**src/rtl/dra_pkg.sv**
```systemverilog
package dra_pkg;

  typedef enum logic [1:0] {
    OWN_NONE = 2'd0,
    OWN_DISP = 2'd1,
    OWN_DRAW = 2'd2
  } owner_e;

endpackage

```
**src/rtl/dra_slot_timer.sv**
```systemverilog
module dra_slot_timer #(
  parameter int PERIOD_CAS = 15,
  localparam int SW = (PERIOD_CAS > 2) ? $clog2(PERIOD_CAS) : 1
) (
  input  logic          clk,
  input  logic          rst,
  output logic [SW-1:0] slot,
  output logic [SW-1:0] nslot
);

  localparam logic [SW-1:0] LAST = SW'(PERIOD_CAS - 1);

  // Slot of the command that the next edge will register.
  always_comb begin
    if (slot == LAST) nslot = '0;
    else              nslot = slot + SW'(1);
  end

  // Reset parks on the last slot so the first live cycle is slot 0.
  always_ff @(posedge clk) begin
    if (rst) slot <= LAST;
    else     slot <= nslot;
  end

endmodule

```
**src/rtl/dra_burst_seq.sv**
```systemverilog
module dra_burst_seq
  import dra_pkg::*;
#(
  parameter int AW      = 24,
  parameter int LW      = 4,
  parameter int RAS_CAS = 2,
  localparam int RW = $clog2(RAS_CAS + 1)
) (
  input  logic          clk,
  input  logic          rst,
  input  logic          start,
  input  owner_e        start_own,
  input  logic [AW-1:0] start_addr,
  input  logic [LW-1:0] start_len,
  output owner_e        cur_own,
  output logic [LW-1:0] cur_wrem,
  output logic [AW-1:0] cur_waddr,
  output owner_e        cas_own,
  output logic          cmd_ras,
  output logic          cmd_cas,
  output logic [AW-1:0] cmd_addr,
  output logic          last_disp,
  output logic          last_draw
);

  logic [RW-1:0] ras_rem;

  owner_e        e_own, n_own;
  logic [RW-1:0] e_ras, n_ras;
  logic [LW-1:0] e_w,   n_w;
  logic [AW-1:0] e_a,   n_a;
  logic          n_cmd_ras, n_cmd_cas, n_last;
  logic [AW-1:0] n_cmd_addr;

  always_comb begin
    e_own = start ? start_own      : cur_own;
    e_ras = start ? RW'(RAS_CAS)   : ras_rem;
    e_w   = start ? start_len      : cur_wrem;
    e_a   = start ? start_addr     : cur_waddr;

    n_own      = e_own;
    n_ras      = e_ras;
    n_w        = e_w;
    n_a        = e_a;
    n_cmd_ras  = 1'b0;
    n_cmd_cas  = 1'b0;
    n_cmd_addr = cmd_addr;
    n_last     = 1'b0;
    cas_own    = OWN_NONE;

    if (e_own != OWN_NONE) begin
      if (e_ras != '0) begin
        n_cmd_ras  = 1'b1;
        n_cmd_addr = e_a;
        n_ras      = e_ras - RW'(1);
      end else if (e_w != '0) begin
        n_cmd_cas  = 1'b1;
        n_cmd_addr = e_a;
        n_a        = e_a + AW'(1);
        n_w        = e_w - LW'(1);
        n_last     = (e_w == LW'(1));
        cas_own    = e_own;
      end
      if (n_ras == '0 && n_w == '0) n_own = OWN_NONE;
    end
  end

  always_ff @(posedge clk) begin
    if (rst) begin
      cur_own   <= OWN_NONE;
      ras_rem   <= '0;
      cur_wrem  <= '0;
      cur_waddr <= '0;
      cmd_ras   <= 1'b0;
      cmd_cas   <= 1'b0;
      cmd_addr  <= '0;
      last_disp <= 1'b0;
      last_draw <= 1'b0;
    end else begin
      cur_own   <= n_own;
      ras_rem   <= n_ras;
      cur_wrem  <= n_w;
      cur_waddr <= n_a;
      cmd_ras   <= n_cmd_ras;
      cmd_cas   <= n_cmd_cas;
      cmd_addr  <= n_cmd_addr;
      last_disp <= n_last && (e_own == OWN_DISP);
      last_draw <= n_last && (e_own == OWN_DRAW);
    end
  end

endmodule

```
**src/rtl/dra_word_counter.sv**
```systemverilog
module dra_word_counter #(
  parameter int CW = 16
) (
  input  logic          clk,
  input  logic          rst,
  input  logic          inc,
  output logic [CW-1:0] count
);

  always_ff @(posedge clk) begin
    if (rst)      count <= '0;
    else if (inc) count <= count + CW'(1);
  end

endmodule

```
**src/rtl/disp_dram_arbiter.sv**
```systemverilog
module disp_dram_arbiter
  import dra_pkg::*;
#(
  parameter int PERIOD_CAS   = 15,
  parameter int RAS_CAS      = 2,
  parameter int REFILL_WORDS = 8,
  parameter int DRAW_MAX     = 8,
  parameter int AW           = 24,
  parameter int CW           = 16,
  localparam int LEN_MAX = (REFILL_WORDS > DRAW_MAX) ? REFILL_WORDS : DRAW_MAX,
  localparam int LW      = $clog2(LEN_MAX + 1),
  localparam int SW      = (PERIOD_CAS > 2) ? $clog2(PERIOD_CAS) : 1
) (
  input  logic          clk,
  input  logic          rst,
  input  logic          disp_active,
  input  logic          refill_req,
  input  logic [AW-1:0] refill_addr,
  output logic          refill_ack,
  input  logic          draw_valid,
  output logic          draw_ready,
  input  logic [AW-1:0] draw_addr,
  input  logic [LW-1:0] draw_len,
  output logic          draw_done,
  output logic          dram_ras,
  output logic          dram_cas,
  output logic [AW-1:0] dram_addr,
  output logic [CW-1:0] disp_words,
  output logic [CW-1:0] draw_words
);

  localparam int FW = SW + LW + 2;

  logic [SW-1:0] slot, nslot;
  owner_e        cur_own, cas_own, start_own;
  logic [LW-1:0] cur_wrem, start_len;
  logic [AW-1:0] cur_waddr, start_addr;
  logic          start;

  logic          pend_valid;
  logic [AW-1:0] pend_addr;
  logic [LW-1:0] pend_len;

  logic          refill_go, pend_go, draw_go, seq_idle;
  logic          pend_fits, draw_fits;
  logic [FW-1:0] pend_end, draw_end;

  dra_slot_timer #(.PERIOD_CAS(PERIOD_CAS)) u_timer (
    .clk   (clk),
    .rst   (rst),
    .slot  (slot),
    .nslot (nslot)
  );

  // Budget test: a burst starting at nslot must end by the period boundary.
  always_comb begin
    pend_end  = FW'(nslot) + FW'(RAS_CAS) + FW'(pend_len);
    draw_end  = FW'(nslot) + FW'(RAS_CAS) + FW'(draw_len);
    pend_fits = !disp_active || (pend_end <= FW'(PERIOD_CAS));
    draw_fits = !disp_active || (draw_end <= FW'(PERIOD_CAS));
  end

  always_comb begin
    seq_idle   = (cur_own == OWN_NONE);
    refill_go  = (nslot == '0) && disp_active && refill_req;
    pend_go    = !refill_go && seq_idle && pend_valid && pend_fits;
    draw_ready = !refill_go && seq_idle && !pend_valid && draw_fits;
    draw_go    = draw_valid && draw_ready;
    start      = refill_go || pend_go || draw_go;

    if (refill_go) begin
      start_own  = OWN_DISP;
      start_addr = refill_addr;
      start_len  = LW'(REFILL_WORDS);
    end else if (pend_go) begin
      start_own  = OWN_DRAW;
      start_addr = pend_addr;
      start_len  = pend_len;
    end else begin
      start_own  = OWN_DRAW;
      start_addr = draw_addr;
      start_len  = draw_len;
    end
  end

  // Words of a pre-empted drawing burst wait here for a fresh row open.
  always_ff @(posedge clk) begin
    if (rst) begin
      pend_valid <= 1'b0;
      pend_addr  <= '0;
      pend_len   <= '0;
    end else if (refill_go && cur_own == OWN_DRAW && cur_wrem != '0) begin
      pend_valid <= 1'b1;
      pend_addr  <= cur_waddr;
      pend_len   <= cur_wrem;
    end else if (pend_go) begin
      pend_valid <= 1'b0;
    end
  end

  dra_burst_seq #(
    .AW      (AW),
    .LW      (LW),
    .RAS_CAS (RAS_CAS)
  ) u_seq (
    .clk        (clk),
    .rst        (rst),
    .start      (start),
    .start_own  (start_own),
    .start_addr (start_addr),
    .start_len  (start_len),
    .cur_own    (cur_own),
    .cur_wrem   (cur_wrem),
    .cur_waddr  (cur_waddr),
    .cas_own    (cas_own),
    .cmd_ras    (dram_ras),
    .cmd_cas    (dram_cas),
    .cmd_addr   (dram_addr),
    .last_disp  (refill_ack),
    .last_draw  (draw_done)
  );

  dra_word_counter #(.CW(CW)) u_cnt_disp (
    .clk   (clk),
    .rst   (rst),
    .inc   (cas_own == OWN_DISP),
    .count (disp_words)
  );

  dra_word_counter #(.CW(CW)) u_cnt_draw (
    .clk   (clk),
    .rst   (rst),
    .inc   (cas_own == OWN_DRAW),
    .count (draw_words)
  );

endmodule

```
**config.mk**
```make
export PLATFORM = sky130hd
export DESIGN_NAME = disp_dram_arbiter
export DESIGN_NICKNAME = d
export VERILOG_FILES = /design/src/rtl/dra_pkg.sv /design/src/rtl/dra_slot_timer.sv /design/src/rtl/dra_burst_seq.sv /design/src/rtl/dra_word_counter.sv /design/src/rtl/disp_dram_arbiter.sv
export SDC_FILE = /design/constraint.sdc
export NUM_CORES = 1
export LEC_CHECK = 0
export BUFFER_PORTS_ARGS = -buffer_cell sky130_fd_sc_hd__buf_2
export CAP_MARGIN = 10
export CORE_ASPECT_RATIO = 0.6
export CORE_UTILIZATION = 56
export CTS_CLUSTER_DIAMETER = 50
export DETAILED_ROUTE_END_ITERATION = 10
export MAX_ROUTING_LAYER = met4
export PLACE_DENSITY_LB_ADDON = 0.1
export RECOVER_POWER = 100
export SETUP_SLACK_MARGIN = 0.2
export SLEW_MARGIN = 20
export SYNTH_ARGS = -nofsm -noshare
export SYNTH_HDL_FRONTEND = slang
export SYNTH_SLANG_ARGS = --single-unit
```
**constraint.sdc**
```tcl
create_clock -name clk -period 6.5 [get_ports clk]
set_input_delay 0.65 -clock clk [delete_from_list [all_inputs] [get_ports clk]]
set_output_delay 0.65 -clock clk [all_outputs]
set_load 0.01 [all_outputs]
```
Word level (Yosys, flattened, before mapping)

Index checks and enable logic that the tools add are counted.

Add/subtract/negate cells: 9
Magnitude comparators: 2
Eq/ne operators: 7
Multiplexer cells: 34
Bitwise gates (word level): 1
Reduce and logical (&&, ||, !) cells: 33

Operators with widths:

| operator                                                         | number |
|---|---|
| 2-to-1 mux 24 bit                                                | 8 |
| adder 16 x 1 -> 16 bit (second input constant)                   | 2 |
| 2-to-1 mux 4 bit                                                 | 8 |
| adder 24 x 1 -> 24 bit (second input constant)                   | 1 |
| 2-to-1 mux 2 bit                                                 | 11 |
| logical AND 1 bit                                                | 13 |
| adder 10 x 4 -> 10 bit                                           | 1 |
| less-or-equal comparator 10 x 4 -> 1 bit (second input constant) | 1 |
| logical NOT 4 bit                                                | 2 |
| nonzero test 2 bit                                               | 4 |
| nonzero test 4 bit                                               | 2 |
| 2-to-1 mux 1 bit                                                 | 7 |
| adder 5 x 4 -> 6 bit                                             | 1 |
| equality test 2 bit (second input constant)                      | 3 |
| less-or-equal comparator 6 x 4 -> 1 bit (second input constant)  | 1 |
| adder 4 x 2 -> 5 bit (second input constant)                     | 1 |
| adder 4 x 1 -> 4 bit (second input constant)                     | 1 |
| equality test 2 x 1 -> 1 bit (second input constant)             | 2 |
| equality test 4 x 1 -> 1 bit (second input constant)             | 1 |
| equality test 4 bit (second input constant)                      | 1 |
| logical NOT 2 bit                                                | 2 |
| logical OR 1 bit                                                 | 4 |
| subtractor 4 x 1 -> 4 bit (second input constant)                | 1 |
| logical NOT 1 bit                                                | 3 |
| 5 further kinds                                                  | 5 |

Flip-flop bits (word level): 125
Bits of input ports: 57
Output and inout port bits: 61
Word-level logic and storage cells: 101

Longest topological paths before layout

Gate-level depths: netlist of run 1.

Depth after elaboration: 20
Mapped depth: 26

Modules after synthesis

Synthesis of run 1 repeated with hierarchy kept, for this count alone.

Cells, all modules: 803
Area total of the unflattened synthesis: 6,772.7 µm²

By module, submodules not included:

| module            | times used | cells an instance | area an instance (µm²) | seq. area each (µm²) |
|---|---|---|---|---|
| dra_burst_seq     | 1          | 353               | 3,098.0                | 1,201.2 |
| disp_dram_arbiter | 1          | 263               | 1,965.6                | 580.6 |
| dra_word_counter  | 2          | 83                | 757.0                  | 320.3 |
| dra_slot_timer    | 1          | 21                | 195.2                  | 80.1 |

Least setup slack after synthesis of run 1

OpenSTA, ideal clock, no wires.

Path kind: register to register
Start point: register u_timer.slot[3]
End point: register u_seq.cur_waddr[23]
Arrival: 5.601 ns
Required time: 6.377 ns
Setup slack: 0.775 ns
Cell stages (with the launch flop): 26
Buffers on the path: 4
Path through: dfxtp_1 -> a211oi_1 -> a21oi_1 -> inv_1 -> ha_1 -> xnor2_1 -> ha_1 -> nand2_1 -> o311a_1 -> nor4_4 -> and2_4 -> buf_6 -> buf_4 -> buf_4 -> mux2i_1 -> a211o_1 -> ha_1 -> nand2_1 -> nand2_1 -> nor3_2 -> nand2_1 -> or4_4 -> buf_6 -> nor3_4 -> and4bb_1 -> mux2_1

Word-level cells in the longest chain between the ends: 16

RTL lines:

| item                                                                | line                                     | text |
|---|---|---|
| from (decl)                                                         | dra_slot_timer.sv:7                      | `output logic [SW-1:0] slot,` |
| from (signal assigned)                                              | dra_slot_timer.sv:22                     | `else slot <= nslot;` |
| equality test 4 bit (*)                                             | dra_slot_timer.sv:15                     | `if (slot == LAST) nslot = '0;` |
| 2-to-1 mux 4 bit (*)                                                | dra_slot_timer.sv:15                     |  |
| via nslot[1]                                                        | disp_dram_arbiter.sv:34                  | `logic [SW-1:0] slot, nslot;` |
| branches (longest 6 deep; another with adder 5 x 4 -> 6 bit)        | --                                       |  |
| logical AND 1 bit (*)                                               | disp_dram_arbiter.sv:67                  | `draw_ready = !refill_go && seq_idle && !pend_valid && draw_fits;` |
| via draw_ready                                                      | disp_dram_arbiter.sv:21                  | `output logic draw_ready,` |
| logical AND 1 bit (*)                                               | disp_dram_arbiter.sv:68                  | `draw_go = draw_valid && draw_ready;` |
| logical OR 1 bit (*)                                                | disp_dram_arbiter.sv:69                  | `start = refill_go \|\| pend_go \|\| draw_go;` |
| 2-to-1 mux 24 bit / 2-to-1 mux 4 bit (equally long branches)        | dra_burst_seq.sv:39, dra_burst_seq.sv:38 |  |
| adder 24 x 1 -> 24 bit / nonzero test 4 bit (equally long branches) | dra_burst_seq.sv:59, dra_burst_seq.sv:56 |  |
| 2-to-1 mux 24 bit                                                   | dra_burst_seq.sv:56                      | `end else if (e_w != '0) begin` |
| 2-to-1 mux 24 bit                                                   | dra_burst_seq.sv:52                      | `if (e_ras != '0) begin` |
| 2-to-1 mux 24 bit (*)                                               | dra_burst_seq.sv:51                      | `if (e_own != OWN_NONE) begin` |
| to (signal assigned)                                                | dra_burst_seq.sv:83                      | `cur_waddr <= n_a;` |
| to (decl)                                                           | dra_burst_seq.sv:17                      | `output logic [AW-1:0] cur_waddr,` |

Mark *: on every way through the listed nets, which the timed path passes.
A chain may end at the register's enable or synchronous reset.

Final worst setup path of run 1

Start point: register u_timer.slot[3]
End point: register u_seq.cur_waddr[21]

Word-level cells in the longest chain between the ends: 16

RTL lines:

| item                                                            | line |
|---|---|
| equality test 4 bit (*)                                         | dra_slot_timer.sv:15 |
| 2-to-1 mux 4 bit (*)                                            | dra_slot_timer.sv:15 |
| via nslot[1]                                                    | disp_dram_arbiter.sv:34 |
| branches (longest 13 deep; another with adder 24 x 1 -> 24 bit) | -- |
| 2-to-1 mux 24 bit (*)                                           | dra_burst_seq.sv:51 |

Marks and branches as above.

==> flow_summary.json, run 1 <==
{
  "ioPinCount": 118,
  "rsz0062_at_grt": "false",
  "drive_gt1_share_pct": 13.6,
  "synth_flop_cell": "dfxtp_1",
  "grt_pass1_wl_um": 27800,
  "design_area_um2": 7350,
  "synthArstFlopShare_pct": 0,
  "fp.dieH_um": 83.5,
  "die_w_um": 138,
  "core-area_um2": 10700,
  "yosysMostFrequentCell": "dfxtp_1",
  "port_buffers": 117,
  "violations": "max-capacitance violations, max-slew violations",
  "ant_nets": 0,
  "relSlewSlack_pct": -21.6,
  "synth_top_cell_by_area": "dfxtp_1",
  "die_area_um2": 11500,
  "antenna_cells": 0,
  "critPathArrivalTime_ps": 6260,
  "max_cap_viol_count": 2,
  "num_rows": 29,
  "ys_warn_count": 0,
  "clock-skew-final_ps": 9.93,
  "synth_edf_count": 0,
  "drt_first_pass_iters": 5,
  "required_ps": 6800,
  "nets": 907,
  "endpoint_kind": "register",
  "via_count": 5897,
  "insertion_delay_ps": 410,
  "antenna_found_initial": 0,
  "crit_fanout": 15,
  "ys_top_cells_by_area": "dfxtp_1 (40%), nand2_1 (6.4%), nor2_1 (5.9%), a21oi_1 (4.6%), xor2_1 (3.1%)",
  "drt-total-wl_um": 17000,
  "fin_util_pct": 68.9,
  "synth.distinct_cells": 71,
  "drtIter0Drc": 503,
  "overflow": 0,
  "syn_area_um2": 6200,
  "grt_start_max_net_pins": 116,
  "p_leak_nw": 2.92,
  "syn_nets": 800,
  "fin_crit_sh_pct": 91.7,
  "status": "finished, violations left",
  "clockBufferDepth": 2,
  "cts_root_buffer": "clkbuf_16",
  "hpwl_um": 11600,
  "htreeDepth": 4,
  "fmax_mhz": 168,
  "tns_ps": 0,
  "avgSynthCellArea_um2": 8.53,
  "path_class": "register to register",
  "fillers": 910,
  "ir_worst_vdd_mv": 0.280,
  "critPathLaunchType": "register",
  "finalSetupViolCount": 0,
  "viasPerCell": 6.00,
  "min_period_ps": 5960,
  "post_cts_buffers": 0,
  "initial_core_util_pct": 58.2,
  "ys_seq_area_share_pct": 40.3,
  "final_cells": 983,
  "synthTopCellsByCount": "dfxtp_1 (125), nand2_1 (105), nor2_1 (97), a21oi_1 (57), clkbuf_1 (26)",
  "hold_class": "register to register",
  "numCtsBuffers": 17,
  "worst_pin_slew_ps": 1820,
  "placed_area_um2": 6860,
  "power.density_nw_per_um2": 416,
  "cts.sinks": 125,
  "maxSlewViolCount": 50,
  "syn_to_final_growth_pct": 18.5,
  "finalHoldViolations": 0,
  "grt_usage_pct": 32.0,
  "clkTransAtPathRegs_ps": 60,
  "synthDominantCellAreaShare_pct": 40.3,
  "dp_cells": 953,
  "grt_pass1_vias": 5644,
  "route.detailed.wl_per_inst_um": 17.3,
  "cts_tree": "yes",
  "gp_congestion": 0.954,
  "route.detailed.drc": 0,
  "synthCells": 727,
  "ys_seq_elements": 125
}
[worst max-delay path: stages, from the launching register on]
cell,delay (ps)
dfxtp_1,430
a211oi_1,120
a21oi_2,290
inv_1,140
ha_1,350
ha_1,300
a21o_1,190
a211o_1,290
and2_1,220
o211ai_1,1340
nor2_4,190
clkbuf_1,410
a211oi_1,320
a21oi_1,180
nor2_1,480
and4b_1,280
mux2_1,320
[cell families (layout without fill, tap and decap cells)]
logic type | count (synthesis) | after routing | share of synthesized area [%]
adders and majority gates | 16 | 16 | 3.47
and+or+nand+nor | 304 | 305 | 24.1
DFF | 125 | 125 | 40.3
AOI/OAI and AO/OA | 162 | 162 | 18.8
xor gates and xnor gates | 40 | 40 | 5.65
buffers and inverters | 60 | 176 | 4.28
muxes | 20 | 20 | 3.37
[area by class of cell]
cell class	instances	area [µm²]	share of cell area [%]
Multi-Input combinational cell	543	3440	46.8
Clock inverter	7	114	1.55
Sequential cell	125	2500	34.0
Clock buffer	22	474	6.45
Timing Repair Buffer	127	573	7.80
Tap cell	139	174	2.37
Inverter	20	75.1	1.02
[repair_timing]
action | 4_1_cts | 5_1_grt
hold endpoints to repair | 0 | 0
setup endpoints to repair | 0 | 10
resized for setup | 0 | 1
hold buffers | 0 | 0
[path summary, 6_finish.rpt]
| path | startpoint | to | slack, ps | cells past startpoint |
|---|---|---|---|---|
| max reg2reg | u_timer.slot[3] | u_seq.cur_waddr[21] | 540 | 16 |
| min reg2reg | u_seq.cur_waddr[13] | pend_addr[13] | 450 | 2 |
| min | u_seq.cur_waddr[13] | pend_addr[13] | 450 | 2 |
| max | u_timer.slot[3] | u_seq.cur_waddr[21] | 540 | 16 |
[routing by layer]
metal,up-vias,wire length [µm],GRT usage (%),share of wire (%)
met4,0,297,11.1,1.7
met1,2769,8060,45.0,47
li1,2815,-,-,-
met2,280,7200,44.0,42
met3,33,1450,8.26,8.5
met5,-,0,-,0
[flip-flops by register name (all words and copies together) (netlist names), 2 cells and up]
register	cells
pend_addr	24
u_seq.cmd_addr	24
u_seq.cur_waddr	24
u_cnt_disp.count	16
u_cnt_draw.count	16
pend_len	4
u_seq.cur_wrem	4
u_timer.slot	4
u_seq.cur_own	2
u_seq.ras_rem	2
[metrics by stage]
stage	hold WS, ps	power (mW)	setup slack (ps)
final	453	3.06	541
after global routing	470	3.23	139
after CTS	454	3.07	402
after detailed placement	447	2.11	466
after global placement	438	2.07	679
after floorplan	432	1.82	775
[where the power goes]
group	total [mW]	internal [mW]	switching, mW
combinational	1.12	0.412	0.708
clock	0.950	0.625	0.325
sequential	0.987	0.897	0.0901
[layout by cell type (no fill, tap or decap), types with 5 or more instances in the layout]
cell	n
o221ai_1	18
nor2b_1	10
buf_2	55
nor2_1	97
and3_1	11
nand3_1	15
nand4_1	6
ha_1	14
a222oi_1	7
or3_1	8
a211o_1	5
xor2_1	22
nand2_1	105
nor3_1	8
o21ai_0	12
xnor2_1	18
dfxtp_1	125
nand4b_1	5
inv_1	20
clkbuf_16	17
mux2i_1	13
buf_4	5
a21oi_1	56
mux2_1	5
a211oi_1	22
nor4_1	7
clkbuf_1	67
(Power assumes the default switching activity.)
==> run 2: changes to the inputs <==
CORE_UTILIZATION = 58   (was 56)
CTS_BUF_LIST = sky130_fd_sc_hd__clkbuf_4 sky130_fd_sc_hd__clkbuf_8   (was default)
CTS_CLUSTER_SIZE = 25   (was default)
==> run 2 against run 1 <==
Count of clock-buffer cells in the layout decreased by 2. Critical endpoint is now u_seq.cur_waddr[23]. Global-route usage up 0.24 points. Cell area decreased by 2.8%. Non-clock buffer count unchanged. Hold slack barely moved. Core utilization up 1.7 points. Worst setup slack better by 86 ps. Power is 9.8% lower. Largest power group unchanged. Largest cell class unchanged. Critical path depth grew 5. Register-to-register slack improved by 90 ps. The run still ends with max-capacitance violations, max-slew violations left.
==> flow_summary.json, run 2 (same netlist as run 1, synthesis figures left out) <==
{
  "path_class": "register to register",
  "initial_core_util_pct": 61.3,
  "finalHoldViolations": 0,
  "min_period_ps": 5870,
  "cts.sinks": 125,
  "pre_cts_ws_ps": 409,
  "critPathLaunchType": "register",
  "gp_congestion": 0.913,
  "grt_start_max_net_pins": 95,
  "numCtsBuffers": 17,
  "hold_class": "register to register",
  "drt_first_pass_iters": 5,
  "worst_pin_slew_ps": 1830,
  "antenna_found_initial": 0,
  "route.detailed.drc": 0,
  "hpwl_um": 11500,
  "antenna_cells": 0,
  "hold_start": "u_seq.cur_waddr[13]",
  "ir_worst_vdd_mv": 0.232,
  "insertion_delay_ps": 440,
  "crit_fanout": 12,
  "rsz0062_at_grt": "false",
  "wl_met3_um": 1710,
  "reg_top3": "pend_addr x24, u_seq.cmd_addr x24, u_seq.cur_waddr x24",
  "multi_input_area_um2": 3440,
  "grt_pass1_wl_um": 26800,
  "startpoint": "u_timer.slot[3]",
  "status": "finished, violations left",
  "p_total_mw": 2.76,
  "clockBufferDepth": 2,
  "viasPerCell": 6.05,
  "fin_crit_sh_pct": 90.4,
  "endpoint_kind": "register",
  "critPathArrivalTime_ps": 6200,
  "via_count": 5942,
  "cts_tree": "yes",
  "clock-skew-final_ps": 8.85,
  "max_cap_viol_count": 1,
  "ioPinCount": 118,
  "die_area_um2": 11100,
  "nets": 907,
  "top_layer": "met4",
  "mostFrequentLayoutCell": "dfxtp_1",
  "port_buffers": 117,
  "wl_met1_um": 7710,
  "relSlewSlack_pct": -22.2,
  "cts_root_buffer": "clkbuf_8",
  "htreeDepth": 4,
  "final-seq-area_um2": 2500,
  "required_ps": 6820,
  "die_w_um": 136,
  "grt_pass1_vias": 5389,
  "drt-total-wl_um": 16800,
  "ant_nets": 0,
  "setup_slack_ps": 626,
  "maxSlewViolCount": 34,
  "violations": "max-capacitance violations, max-slew violations",
  "route.detailed.wl_per_inst_um": 17.2,
  "syn_to_final_growth_pct": 15.2,
  "fmax_mhz": 170,
  "tns_ps": 0,
  "drive_gt1_share_pct": 14.6,
  "p_leak_nw": 2.83,
  "core-area_um2": 10100,
  "wl_met2_um": 7180,
  "grt_usage_pct": 32.2,
  "num_rows": 28,
  "clkTransAtPathRegs_ps": 80,
  "drtIter0Drc": 517,
  "hold_buffers": 0,
  "power.density_nw_per_um2": 386,
  "fp.dieH_um": 82.1,
  "r2r-start": "u_timer.slot[3]",
  "fillers": 850,
  "final_cell_mix": "dfxtp_1 (125), nand2_1 (105), nor2_1 (97), clkbuf_1 (63)",
  "finalSetupViolCount": 0,
  "overflow": 0
}
run 2: cell count changes in the layout (fill, tap and decap cells not counted), sizes merged:
| cell | previous run | this run |
|---|---|---|
| clkinvlp | 0 | 4 |
| clkbuf | 88 | 83 |
| bufinv | 3 | 1 |
| inv | 20 | 22 |
| buf | 61 | 64 |
| clkinv | 4 | 5 |
run 2: final timing paths:
path / to / slack [ps] / cells after the start
setup reg to reg: u_seq.cur_waddr[23] / 630 / 21
setup / recovery: u_seq.cur_waddr[23] / 630 / 21
hold / removal: pend_addr[13] / 450 / 2
hold reg to reg: pend_addr[13] / 450 / 2
run 2: metrics by stage:
| step | hold slack, ps | utilization (%) | instances | instance area [µm²] |
|---|---|---|---|---|
| after floorplan | 432 | - | 727 | 6200 |
| after global placement | 437 | 67.5 | 947 | 6840 |
| after detailed placement | 446 | 67.5 | 947 | 6840 |
| after CTS | 454 | 71.3 | 979 | 7220 |
| after global routing | 473 | 70.6 | 982 | 7150 |
| final | 453 | 70.6 | 982 | 7150 |
run 2: power by group:
part           switching (mW)  internal [mW]  total, mW  leakage, nW
registers              0.0908          0.896      0.986         1.02
logic                   0.693          0.422       1.12         1.62
clock network           0.327          0.329      0.656        0.185
total                    1.11           1.65       2.76         2.83
run 2: cell type report:
cell class                      instances  area share (%)
Clock buffer                           20            3.76
Sequential cell                       125            35.0
Multi-Input combinational cell        543            48.1
Inverter                               20            1.05
Timing Repair Buffer                  127            8.07
Clock inverter                         12            1.59
Tap cell                              135            2.36
run 2: what timing repair did:
item,4_1_cts,5_1_grt
setup buffers,0,2
endpoints found under the setup margin,0,10
resized for setup,0,1
run 2: routing by layer:
layer	vias to the layer above	global-route usage (%)
met2	328	46.3
met5	-	-
met3	32	8.24
met4	0	10.3
met1	2768	44.2
li1	2814	-
run 2: worst max-delay path, stage by stage, from the launching register on:
cell      delay (ps)
dfxtp_1          430
a211oi_1         120
a21oi_2          270
inv_1            130
ha_1             220
xnor2_1          240
ha_1             290
nor4b_1          140
nand4_1          120
and2_0           370
o31a_1           560
nor2_1            80
a211o_1          360
ha_1             270
nand2_1           70
nand2_1           90
nor3_2           230
nand2_1          250
or4_4            550
nor3_4           360
and4bb_1         270
mux2_1           320
